==> src/rtl/blkc_pkg.sv <==
package blkc_pkg;
  localparam int ADC_W     = 10;  // sample width
  localparam int CLAMP_W   = 5;   // clamp code width
  localparam int CORR_W    = 16;  // correction word width
  localparam int WIN_FIRST = 5;   // first window edge after marker
  localparam int WIN_LEN   = 8;   // samples per window
  localparam int MIN_PULSE = 3;   // marker edges needed to accept
  localparam int AVG_LINES = 4;   // lines in the long average
  localparam int LEAD_THR  = 32;  // lead-in error threshold
  localparam int TGT_BASE  = 14;  // clamp code offset

  typedef enum logic [1:0] {
    MULT_X4  = 2'd0,
    MULT_X8  = 2'd1,
    MULT_X16 = 2'd2,
    MULT_X32 = 2'd3
  } mult_code_e;
endpackage

==> src/rtl/blkc_obp_win.sv <==
module blkc_obp_win #(
  parameter int ADC_W     = blkc_pkg::ADC_W,
  parameter int WIN_FIRST = blkc_pkg::WIN_FIRST,
  parameter int WIN_LEN   = blkc_pkg::WIN_LEN,
  parameter int MIN_PULSE = blkc_pkg::MIN_PULSE,
  localparam int SUM_W    = ADC_W + $clog2(WIN_LEN)
) (
  input  logic             clk,
  input  logic             rst,
  input  logic             obp,
  input  logic             obp_inv,
  input  logic [ADC_W-1:0] adc_data,
  output logic             line_start,
  output logic             win_done,
  output logic [SUM_W-1:0] win_sum
);
  localparam int WIN_LAST = WIN_FIRST + WIN_LEN - 1;
  localparam int POS_W    = $clog2(WIN_LAST + 2);
  localparam int RUN_W    = $clog2(MIN_PULSE + 1);

  logic             act;
  logic [RUN_W-1:0] run;
  logic [POS_W-1:0] pos;
  logic             busy;
  logic [SUM_W-1:0] acc;
  logic             in_win;

  assign act        = obp ^ obp_inv;
  assign line_start = act && !busy && (run == RUN_W'(MIN_PULSE - 1));
  assign in_win     = (pos >= POS_W'(WIN_FIRST)) && (pos <= POS_W'(WIN_LAST));

  always_ff @(posedge clk) begin
    if (rst) begin
      run      <= '0;
      pos      <= '0;
      busy     <= 1'b0;
      acc      <= '0;
      win_done <= 1'b0;
      win_sum  <= '0;
    end else begin
      win_done <= 1'b0;
      if (!act)                            run <= '0;
      else if (run != RUN_W'(MIN_PULSE))   run <= run + 1'b1;
      if (line_start) begin
        busy <= 1'b1;
        pos  <= POS_W'(MIN_PULSE);
        acc  <= '0;
      end else if (busy) begin
        pos <= pos + 1'b1;
        if (in_win) acc <= acc + SUM_W'(adc_data);
        if (pos == POS_W'(WIN_LAST)) begin
          busy     <= 1'b0;
          win_done <= 1'b1;
          win_sum  <= acc + SUM_W'(adc_data);
        end
      end
    end
  end

  // a line is accepted only after three consecutive active marker samples
  a_r2_marker_qualified: assert property (@(posedge clk) disable iff (rst)
    line_start |-> act && $past(act) && $past(act, 2));

  // a finished window is reported for one cycle only
  a_r5_done_single: assert property (@(posedge clk) disable iff (rst)
    win_done |=> !win_done);
endmodule

==> src/rtl/blkc_avg.sv <==
module blkc_avg #(
  parameter int ADC_W     = blkc_pkg::ADC_W,
  parameter int WIN_LEN   = blkc_pkg::WIN_LEN,
  parameter int AVG_LINES = blkc_pkg::AVG_LINES,
  localparam int SUM_W    = ADC_W + $clog2(WIN_LEN)
) (
  input  logic             clk,
  input  logic             rst,
  input  logic             win_done,
  input  logic [SUM_W-1:0] win_sum,
  input  logic             avg4_en,
  output logic [ADC_W-1:0] avg_val
);
  localparam int LWIN   = $clog2(WIN_LEN);
  localparam int LAVG   = $clog2(AVG_LINES);
  localparam int TOT_W  = SUM_W + LAVG;
  localparam int HIST_N = AVG_LINES - 1;

  logic [SUM_W-1:0] hist [HIST_N];
  logic [TOT_W-1:0] tot;

  always_comb begin
    tot = TOT_W'(win_sum);
    for (int k = 0; k < HIST_N; k++) tot = tot + TOT_W'(hist[k]);
  end

  assign avg_val = avg4_en ? ADC_W'(tot >> (LWIN + LAVG)) : ADC_W'(win_sum >> LWIN);

  always_ff @(posedge clk) begin
    if (rst) begin
      for (int k = 0; k < HIST_N; k++) hist[k] <= '0;
    end else if (win_done) begin
      hist[0] <= win_sum;
      for (int k = 1; k < HIST_N; k++) hist[k] <= hist[k-1];
    end
  end

  // the newest window sum enters the history after each line
  a_r4_hist_load: assert property (@(posedge clk) disable iff (rst)
    win_done |=> hist[0] == $past(win_sum));
endmodule

==> src/rtl/blkc_lead.sv <==
module blkc_lead #(
  parameter int ADC_W    = blkc_pkg::ADC_W,
  parameter int CLAMP_W  = blkc_pkg::CLAMP_W,
  parameter int CORR_W   = blkc_pkg::CORR_W,
  parameter int LEAD_THR = blkc_pkg::LEAD_THR,
  parameter int TGT_BASE = blkc_pkg::TGT_BASE
) (
  input  logic              clk,
  input  logic              rst,
  input  logic              line_start,
  input  logic              gain_chg,
  input  logic              win_done,
  input  logic [ADC_W-1:0]  avg_val,
  input  logic [CLAMP_W-1:0] clamp_sel,
  input  logic [1:0]        boost_sel,
  input  logic [1:0]        hold_sel,
  output logic [CORR_W-1:0] corr_data,
  output logic              corr_valid,
  output logic              boost
);
  localparam int ERR_W  = ADC_W + 1;
  localparam int SH_MAX = 5;
  localparam int WIDE_W = ERR_W + SH_MAX;
  localparam int CALC_W = ((WIDE_W > CORR_W) ? WIDE_W : CORR_W) + 1;
  localparam int HCNT_W = 4;
  localparam logic signed [CALC_W-1:0] SAT_HI = CALC_W'((64'sd1 <<< (CORR_W - 1)) - 64'sd1);
  localparam logic signed [CALC_W-1:0] SAT_LO = -SAT_HI - CALC_W'(1);

  logic [ERR_W-1:0]         tgt_u;
  logic signed [ERR_W-1:0]  err;
  logic signed [ERR_W-1:0]  thr;
  logic                     big;
  logic [2:0]               shamt;
  logic signed [CALC_W-1:0] wide;
  logic [CORR_W-1:0]        corr_next;
  logic [HCNT_W-1:0]        hcnt;
  logic [HCNT_W-1:0]        hold_len;
  logic                     pend;

  assign tgt_u    = ERR_W'({clamp_sel, 1'b0}) + ERR_W'(TGT_BASE);
  assign err      = $signed(tgt_u) - $signed({1'b0, avg_val});
  assign thr      = ERR_W'(LEAD_THR);
  assign big      = (err > thr) || (err < -thr);
  assign shamt    = boost ? (3'(boost_sel) + 3'd2) : 3'd0;
  assign hold_len = HCNT_W'(1) << hold_sel;

  always_comb begin
    wide = CALC_W'(err) <<< shamt;
    if (wide > SAT_HI)      corr_next = CORR_W'(SAT_HI);
    else if (wide < SAT_LO) corr_next = CORR_W'(SAT_LO);
    else                    corr_next = CORR_W'(wide);
  end

  always_ff @(posedge clk) begin
    if (rst) begin
      corr_data  <= '0;
      corr_valid <= 1'b0;
      boost      <= 1'b0;
      hcnt       <= '0;
      pend       <= 1'b0;
    end else begin
      corr_valid <= 1'b0;
      if (gain_chg) pend <= 1'b1;
      if (line_start && (pend || gain_chg)) begin
        boost <= 1'b1;
        hcnt  <= '0;
        pend  <= 1'b0;
      end
      if (win_done) begin
        corr_data  <= corr_next;
        corr_valid <= 1'b1;
        if (boost) begin
          if (big) begin
            hcnt <= '0;
          end else if (hcnt + 1'b1 == hold_len) begin
            boost <= 1'b0;
            hcnt  <= '0;
          end else begin
            hcnt <= hcnt + 1'b1;
          end
        end
      end
    end
  end

  // the correction strobe lasts one clock
  a_r5_valid_pulse: assert property (@(posedge clk) disable iff (rst)
    corr_valid |=> !corr_valid);

  // lead-in only begins at an accepted line start
  a_r6_boost_entry: assert property (@(posedge clk) disable iff (rst)
    $rose(boost) |-> $past(line_start));

  // lead-in only ends together with a line result
  a_r8_boost_exit: assert property (@(posedge clk) disable iff (rst)
    $fell(boost) |-> $past(win_done) && corr_valid);

  // the hold count never reaches the longest hold length
  a_r8_hold_bound: assert property (@(posedge clk) disable iff (rst)
    hcnt < HCNT_W'(8));
endmodule

==> src/rtl/blkc_ctrl.sv <==
module blkc_ctrl #(
  parameter int ADC_W   = blkc_pkg::ADC_W,
  parameter int CLAMP_W = blkc_pkg::CLAMP_W,
  parameter int CORR_W  = blkc_pkg::CORR_W
) (
  input  logic               clk,
  input  logic               rst,
  input  logic [ADC_W-1:0]   adc_data,
  input  logic               obp,
  input  logic               obp_inv,
  input  logic [CLAMP_W-1:0] clamp_sel,
  input  logic [1:0]         boost_sel,
  input  logic [1:0]         hold_sel,
  input  logic               avg4_en,
  input  logic               gain_chg,
  output logic [CORR_W-1:0]  corr_data,
  output logic               corr_valid,
  output logic               boost_active
);
  localparam int SUM_W = ADC_W + $clog2(blkc_pkg::WIN_LEN);

  logic             line_start;
  logic             win_done;
  logic [SUM_W-1:0] win_sum;
  logic [ADC_W-1:0] avg_val;

  blkc_obp_win #(.ADC_W(ADC_W)) u_win (
    .clk        (clk),
    .rst        (rst),
    .obp        (obp),
    .obp_inv    (obp_inv),
    .adc_data   (adc_data),
    .line_start (line_start),
    .win_done   (win_done),
    .win_sum    (win_sum)
  );

  blkc_avg #(.ADC_W(ADC_W)) u_avg (
    .clk      (clk),
    .rst      (rst),
    .win_done (win_done),
    .win_sum  (win_sum),
    .avg4_en  (avg4_en),
    .avg_val  (avg_val)
  );

  blkc_lead #(.ADC_W(ADC_W), .CLAMP_W(CLAMP_W), .CORR_W(CORR_W)) u_lead (
    .clk        (clk),
    .rst        (rst),
    .line_start (line_start),
    .gain_chg   (gain_chg),
    .win_done   (win_done),
    .avg_val    (avg_val),
    .clamp_sel  (clamp_sel),
    .boost_sel  (boost_sel),
    .hold_sel   (hold_sel),
    .corr_data  (corr_data),
    .corr_valid (corr_valid),
    .boost      (boost_active)
  );
endmodule

==> config.mk <==
export PLATFORM = sky130hd
export DESIGN_NAME = blkc_ctrl
export DESIGN_NICKNAME = d
export VERILOG_FILES = /design/src/rtl/blkc_pkg.sv /design/src/rtl/blkc_obp_win.sv /design/src/rtl/blkc_avg.sv /design/src/rtl/blkc_lead.sv /design/src/rtl/blkc_ctrl.sv
export SDC_FILE = /design/constraint.sdc
export NUM_CORES = 1
export LEC_CHECK = 0
export ABC_AREA = 0
export BUFFER_PORTS_ARGS = -buffer_cell sky130_fd_sc_hd__buf_2
export CAP_MARGIN = 20
export CORE_MARGIN = 4
export CORE_UTILIZATION = 45
export CTS_CLUSTER_DIAMETER = 40
export DETAILED_ROUTE_END_ITERATION = 12
export SYNTH_ARGS = -nofsm -noshare
export SYNTH_HDL_FRONTEND = slang
export SYNTH_SLANG_ARGS = --single-unit
==> constraint.sdc <==
create_clock -name clk -period 8.3 [get_ports clk]
set_clock_uncertainty 0.05 [all_clocks]
set_input_delay 0 -clock clk [delete_from_list [all_inputs] [get_ports clk]]
set_output_delay 0 -clock clk [all_outputs]
set_load 0.005 [all_outputs]
==> results of run 1 <==
cell type report:
cell class	instances	area [um2]
flip-flops and latches	96	2310
inverters	80	300
fillers	1305	6750
multi-input cells	509	3620
clock buffers	10	250
repair buffers	52	302
clock inverters	6	67.6
well taps	180	225
sequential cells by signal, summed over array words and instances, names as in the netlist:
| signal | cells |
|---|---|
| u_avg.hist | 39 |
| u_win.pos | 4 |
| u_lead.corr_valid | 1 |
| u_win.win_done | 1 |
| u_lead.corr_data | 16 |
| u_win.busy | 1 |
| u_win.win_sum | 13 |
| u_lead.pend | 1 |
| u_win.run | 2 |
| u_lead.boost | 1 |
| u_lead.hcnt | 4 |
| u_win.acc | 13 |
layout by cell type (no fill, tap or decap), types with 3 or more instances in the layout:
master	n
sky130_fd_sc_hd__nand3_1	4
sky130_fd_sc_hd__buf_2	42
sky130_fd_sc_hd__edfxtp_1	39
sky130_fd_sc_hd__xnor2_1	22
sky130_fd_sc_hd__clkbuf_16	10
sky130_fd_sc_hd__buf_4	4
sky130_fd_sc_hd__xor2_1	19
sky130_fd_sc_hd__and3_1	3
sky130_fd_sc_hd__inv_1	80
sky130_fd_sc_hd__o211ai_1	13
sky130_fd_sc_hd__nand2b_1	11
sky130_fd_sc_hd__dfxtp_1	57
sky130_fd_sc_hd__fa_1	15
sky130_fd_sc_hd__and2_1	27
sky130_fd_sc_hd__nand4_1	4
sky130_fd_sc_hd__mux2i_1	11
sky130_fd_sc_hd__nor2_1	73
sky130_fd_sc_hd__nor2b_1	5
sky130_fd_sc_hd__o31ai_1	3
sky130_fd_sc_hd__dlygate4sd3_1	5
sky130_fd_sc_hd__nand2_1	61
sky130_fd_sc_hd__o21bai_1	4
sky130_fd_sc_hd__a21o_1	13
sky130_fd_sc_hd__or3_1	5
sky130_fd_sc_hd__inv_8	3
sky130_fd_sc_hd__o21ai_2	3
sky130_fd_sc_hd__a211oi_1	10
sky130_fd_sc_hd__o21ai_0	35
sky130_fd_sc_hd__mux2_2	4
sky130_fd_sc_hd__a31oi_1	4
sky130_fd_sc_hd__a21oi_1	53
sky130_fd_sc_hd__nor3_1	9
sky130_fd_sc_hd__ha_1	54
cell usage after synthesis, types with 3 or more instances:
| cell type | count | area, um2 |
|---|---|---|
| sky130_fd_sc_hd__clkbuf_1 | 23 | 86.3 |
| sky130_fd_sc_hd__ha_1 | 54 | 676 |
| sky130_fd_sc_hd__and2_1 | 27 | 169 |
| sky130_fd_sc_hd__and3_1 | 3 | 18.8 |
| sky130_fd_sc_hd__nand2_1 | 61 | 229 |
| sky130_fd_sc_hd__dfxtp_1 | 57 | 1140 |
| sky130_fd_sc_hd__inv_1 | 80 | 300 |
| sky130_fd_sc_hd__edfxtp_1 | 39 | 1170 |
| sky130_fd_sc_hd__a21o_1 | 13 | 97.6 |
| sky130_fd_sc_hd__a211oi_1 | 10 | 75.1 |
| sky130_fd_sc_hd__o21ai_0 | 35 | 175 |
| sky130_fd_sc_hd__o21ai_2 | 3 | 26.3 |
| sky130_fd_sc_hd__o21bai_1 | 4 | 30.0 |
| sky130_fd_sc_hd__nand4_1 | 4 | 25.0 |
| sky130_fd_sc_hd__a31oi_1 | 4 | 25.0 |
| sky130_fd_sc_hd__o31ai_1 | 3 | 22.5 |
| sky130_fd_sc_hd__or3_1 | 5 | 31.3 |
| sky130_fd_sc_hd__mux2i_1 | 11 | 110 |
| sky130_fd_sc_hd__nor3_1 | 9 | 45.0 |
| sky130_fd_sc_hd__fa_1 | 15 | 300 |
| sky130_fd_sc_hd__o211ai_1 | 13 | 97.6 |
| sky130_fd_sc_hd__nor2_1 | 73 | 274 |
| sky130_fd_sc_hd__nand2b_1 | 11 | 68.8 |
| sky130_fd_sc_hd__mux2_2 | 4 | 45.0 |
| sky130_fd_sc_hd__nand3_1 | 4 | 20.0 |
| sky130_fd_sc_hd__xnor2_1 | 22 | 193 |
| sky130_fd_sc_hd__a21oi_1 | 53 | 265 |
| sky130_fd_sc_hd__xor2_1 | 19 | 166 |
| sky130_fd_sc_hd__nor2b_1 | 5 | 31.3 |
critical path: cells and delay by family, from the launching register on:
family | cells | cell delay [ps]
and+or+nand+nor | 4 | 1130
buffers and inverters | 6 | 390
muxes | 1 | 280
DFF | 1 | 350
adders and majority gates | 7 | 2230
xor gates and xnor gates | 2 | 220
AOI/OAI and AO/OA | 11 | 1950
final timing paths:
path	startpoint	end	cells past startpoint
setup / recovery	u_win.win_sum[0]	u_lead.hcnt[0]	31
hold / removal	rst	u_win.win_done	2
setup reg to reg	u_win.win_sum[0]	u_lead.hcnt[0]	31
hold reg to reg	u_lead.pend	u_lead.pend	2
stage by stage:
stage          cell area [um2]  std cells  hold WS [ps]
5_1_grt                   7080        933          82.9
3_5_place_dp              6700        911           182
6_report                  7080        933          67.3
2_1_floorplan             6330        709          75.3
4_1_cts                   7070        932          58.9
3_3_place_gp              6700        911           175
per-layer routing:
layer	global-route usage	part of all wire	wire length, um
met3	0.0358	0.041	571
met5	0	0	0
met2	0.299	0.48	6700
met4	0.0479	0.010	144
met1	0.254	0.47	6570
kinds of logic after synthesis:
logic type	share of synthesized area
flops	0.365
fa+ha+maj	0.154
buf+inv	0.0617
compound gates	0.167
mux	0.0281
xor+xnor	0.0568
simple gates	0.167
what timing repair did:
action                    4_1_cts  5_1_grt
setup buffers                   0        0
hold endpoints to repair        4        0
hold buffers                    5        0
where the power goes:
group	switching (mW)	internal [mW]	leakage [nW]
Clock	0.208	0.232	0.157
Sequential	0.00539	0.498	0.862
Combinational	0.169	0.113	2.06
Total	0.382	0.843	3.08
==> impl_summary.log, run 1 <==
[metrics] Routed Wire Length: 14.0 mm
[metrics] proportion of register bits with asynchronous set or reset after synthesis: 0
[metrics] number of max-capacitance violations reported: 0
[metrics] highest-delay cell along the critical path: sky130_fd_sc_hd__or4_4
[metrics] slew at the pin closest to its max-slew limit: 898 ps
[metrics] Pwr per Cell Area: 173 nW/um2
[metrics] RSZ-0062 raised after global routing: no
[metrics] total standard cell area after synthesis: 6330 um2
[metrics] DRT iter0 DRCs: 229
[metrics] remaining antenna violation count: 0
[metrics] First-pass DRT Iterations: 4
[metrics] largest incremental delay on the critical path: 600 ps
[metrics] Achievable Freq: 151 MHz
[metrics] Post-Place Setup Slack: 1690 ps
[metrics] drc violations: 0
[metrics] category of the critical setup timing path: flop to flop
[metrics] register bit total from synthesis: 96
[metrics] fin. max-slew vios: 0
[metrics] clock tree from TritonCTS: done
[metrics] detailed-route via count: 4985
[metrics] Clk pin slew, worst setup/hold paths: 80 ps
[metrics] vias in the first global route: 4888
[metrics] floorplan row count: 43
[metrics] RD Place Congestion: 0.908
[metrics] quantity of gates resized following cts: 0
[metrics] outcome: complete, no violations
[metrics] first-pass GRT wire length: 24.0 mm
[metrics] number of placed I/O pins: 43
[metrics] count of warnings emitted by yosys: 0
[metrics] count of endpoints failing hold in the final timing report: 0
[metrics] Num CTS Buffers: 9
[metrics] Crit path top cell by count: sky130_fd_sc_hd__inv_1
[metrics] final-report setup violation count: 0
[metrics] Hold Crit Class: input pin to flop
[metrics] final setup TNS: 0 ps
[metrics] syn nets: 803
[metrics] Post-synth EDFFs: 39
[metrics] required time of the critical path: 8540 ps
[metrics] count of H-tree levels built during CTS: 3
[metrics] headroom to the max-slew limit: 0.401
[metrics] syn avg cell area: 8.92 um2
[metrics] final period demand of the worst path: 6640 ps
[metrics] die width: 127 um
[metrics] initial antenna violation count: 0
[metrics] maximum number of pins on one net before global-route repair: 40
[metrics] Final WS setup: 1660 ps
[metrics] fraction of final layout cells with drive strength greater than 1: 0.106
[metrics] post-route fraction of the period consumed by the critical path: 0.800
[metrics] slack of the worst reg-to-reg path: 1660 ps
[metrics] Port-buffer cells: 42
[metrics] sequential area share after synthesis: 0.365
[metrics] drt wl/cell: 15.0 um
[metrics] gate count of the mapped netlist: 709
[metrics] later-pin clock latency in the skew report: 360 ps
[metrics] number of clock sinks: 96
[metrics] number of antenna cells inserted: 0
[metrics] Root Driver: sky130_fd_sc_hd__clkbuf_16
[metrics] die area: 16000 um2
[metrics] relative area change from synthesis to final layout: 11.9%
[metrics] GRT Total Usage: 0.184
[metrics] floorplan core area: 13800 um2
[metrics] hpwl dp: 10.7 mm
[metrics] initial core utilization: 0.458
[metrics] total chip power: 1.23 mW
[metrics] peak supply drop: 0.000164 V
[metrics] final cell utilization of the core: 0.512
[metrics] Synth Flop Type: sky130_fd_sc_hd__dfxtp_1
[metrics] Setup crit end kind: flop
[metrics] CTS max path bufs: 2
[metrics] die span in y: 127 um
[metrics] category of the worst setup path launch point: flop
[metrics] post-layout net count: 842
[metrics] number of vias per cell: 5.34
[metrics] maximum fanout count along the critical path: 4
[metrics] count of distinct cell types in the synthesized netlist: 66
[metrics] Critical Path AT: 6880 ps
[metrics] leakage power: 3.08 nW
[metrics] remaining global-route overflow: 0
Power figures use the tool's default switching activity.
==> run 2: changes to the inputs <==
- clock period: 8.3 -> 5.9 ns (I/O delays scaled with it)
==> run 2 against run 1 <==
Against the previous run: the run now ends with negative setup slack left; highest routed layer unchanged; die area is the same; global-route usage rose by 1.3 points; largest power group unchanged; sequential power is 41% higher; count of clock-buffer cells in the layout is 1 lower; design area is 12% higher.
==> impl_summary.log, run 2 (synthesized netlist as in run 1, its figures left out) <==
[metrics] outcome: finished, violations left
[metrics] violated checks: negative setup slack
[metrics] remaining antenna violation count: 0
[metrics] final period demand of the worst path: 6220 ps
[metrics] final setup TNS: -2460 ps
[metrics] worst reg2reg path startpoint: u_avg.hist[0][0]
[metrics] Buf+Inv Stages, Crit Path: 4
[metrics] remaining global-route overflow: 0
[metrics] largest reg by FF count: u_avg.hist
[metrics] detailed-route via count: 5221
[metrics] RSZ-0062 raised after global routing: yes
[metrics] number of antenna cells inserted: 0
[metrics] final std cells w/o fill: 999
[metrics] Critical Path AT: 6460 ps
[metrics] Clk pin slew, worst setup/hold paths: 70 ps
[metrics] number of max-capacitance violations reported: 0
[metrics] number of placed I/O pins: 43
[metrics] family of cells with the greatest summed delay on the critical path: adder cells
[metrics] Num CTS Buffers: 9
[metrics] maximum number of pins on one net before global-route repair: 40
[metrics] headroom to the max-slew limit: 0.427
[metrics] largest registers: u_avg.hist: 39 flops, u_lead.corr_data: 16 flops
[metrics] Pwr per Cell Area: 243 nW/um2
[metrics] CTS max path bufs: 2
[metrics] maximum fanout count along the critical path: 3
[metrics] critical hold path startpoint: obp_inv
[metrics] DRT iter0 DRCs: 296
[metrics] largest incremental delay on the critical path: 570 ps
[metrics] number of clock sinks: 96
[metrics] count of H-tree levels built during CTS: 3
[metrics] Post-Place Setup Slack: -456 ps
[metrics] count of endpoints failing hold in the final timing report: 0
[metrics] Routed Wire Length: 15.2 mm
[metrics] peak supply drop: 0.000135 V
[metrics] Achievable Freq: 161 MHz
[metrics] number of placed instances with taps included: 969
[metrics] later-pin clock latency in the skew report: 360 ps
[metrics] GRT Total Usage: 0.197
[metrics] category of the worst setup path launch point: flop
[metrics] fin. max-slew vios: 0
[metrics] die width: 127 um
[metrics] category of the critical setup timing path: flop to flop
[metrics] required time of the critical path: 6140 ps
[metrics] critical path startpoint: u_avg.hist[0][0]
[metrics] slew at the pin closest to its max-slew limit: 859 ps
[metrics] floorplan core area: 13800 um2
[metrics] Setup crit end kind: flop
[metrics] final-layout fill cell count: 1245
[metrics] placed cell area: 7160 um2
[metrics] total chip power: 1.92 mW
[metrics] RD Place Congestion: 0.877
[metrics] highest-delay cell along the critical path: sky130_fd_sc_hd__or4_4
[metrics] drc violations: 0
[metrics] drt wl/cell: 15.2 um
[metrics] post-route fraction of the period consumed by the critical path: 1.06
[metrics] initial antenna violation count: 0
[metrics] fraction of final layout cells with drive strength greater than 1: 0.242
[metrics] final cell utilization of the core: 0.574
[metrics] clock tree from TritonCTS: done
[metrics] worst slack on hold paths: 21.2 ps
[metrics] leakage power: 3.45 nW
[metrics] leading cell types in the layout, fill and taps excluded: 73 x sky130_fd_sc_hd__inv_1, 71 x sky130_fd_sc_hd__nor2_1, 71 x sky130_fd_sc_hd__buf_4, 59 x sky130_fd_sc_hd__nand2_1, 57 x sky130_fd_sc_hd__dfxtp_1
[metrics] first-pass GRT wire length: 25.7 mm
[metrics] floorplan row count: 43
[metrics] relative area change from synthesis to final layout: 25.3%
[metrics] First-pass DRT Iterations: 5
[metrics] die area: 16000 um2
[metrics] initial core utilization: 0.458
[metrics] vias in the first global route: 5279
[metrics] Final WS setup: -325 ps
[metrics] Port-buffer cells: 42
[metrics] Root Driver: sky130_fd_sc_hd__clkbuf_16
[metrics] number of flip-flops in the largest register: 39
[metrics] die span in y: 127 um
[metrics] final design instance area without fill: 7930 um2
[metrics] number of vias per cell: 5.23
[metrics] post-layout net count: 908
[metrics] Hold Crit Class: input pin to flop
[metrics] final-report setup violation count: 12
[metrics] hpwl dp: 11.1 mm
[metrics] commonest non-fill, non-tap cell in the layout: sky130_fd_sc_hd__inv_1
## run 2: cell types whose count changed in the layout (fill, tap and decap cells not counted), moves of 4 or more
cell	delta
sky130_fd_sc_hd__xnor2_1	-4
sky130_fd_sc_hd__ha_4	+9
sky130_fd_sc_hd__inv_1	-7
sky130_fd_sc_hd__o21ai_0	-7
sky130_fd_sc_hd__inv_2	+6
sky130_fd_sc_hd__a21oi_2	+9
sky130_fd_sc_hd__buf_4	+67
sky130_fd_sc_hd__a21oi_1	-9
sky130_fd_sc_hd__o21ai_1	+4
sky130_fd_sc_hd__ha_1	-10
## run 2: cell type report
type	count	area (um2)	share of cell area
multi-input combinational	509	3980	0.502
sequential	96	2310	0.292
timing repair buffer	118	795	0.100
inverter	80	303	0.0382
clock buffer	9	225	0.0284
tap	180	225	0.0284
clock inverter	7	88.8	0.0112
## run 2: timing repair
item	CTS	global route
hold buffers	4	0
pin swaps	10	48
endpoints found under the hold margin	4	0
buffers inserted	5	4
endpoints found under the setup margin	13	15
gates resized for setup	23	46
## run 2: path summary, 6_finish.rpt
path / cells past startpoint / slack (ps) / endpoint
max: 29 / -320 / u_lead.hcnt[3]
min: 4 / 20 / u_win.pos[1]
max reg2reg: 29 / -320 / u_lead.hcnt[3]
min reg2reg: 2 / 400 / u_lead.corr_data[8]
## run 2: worst register-to-register path: cells and delay by family, from the launching register on
kind,cells,cell delay (ps)
and+or+nand+nor,6,1580
DFF,1,360
adders and majority gates,6,1890
xor gates and xnor gates,2,280
AOI/OAI and AO/OA,11,1780
buffers and inverters,4,200
## run 2: per-layer routing
layer	vias up	GRT usage	part of all wire
met4	0	0.0442	0.016
li1	2653	-	-
met3	20	0.0366	0.035
met5	-	0	0
met1	2455	0.273	0.49
met2	93	0.323	0.46
## run 2: report_power, final
part           internal (mW)  switching (mW)  leakage [nW]  total (mW)
Sequential             0.700         0.00790         0.862       0.708
Clock                  0.338           0.282         0.155       0.620
Combinational          0.300           0.296          2.43       0.597
Total                   1.34           0.586          3.45        1.92
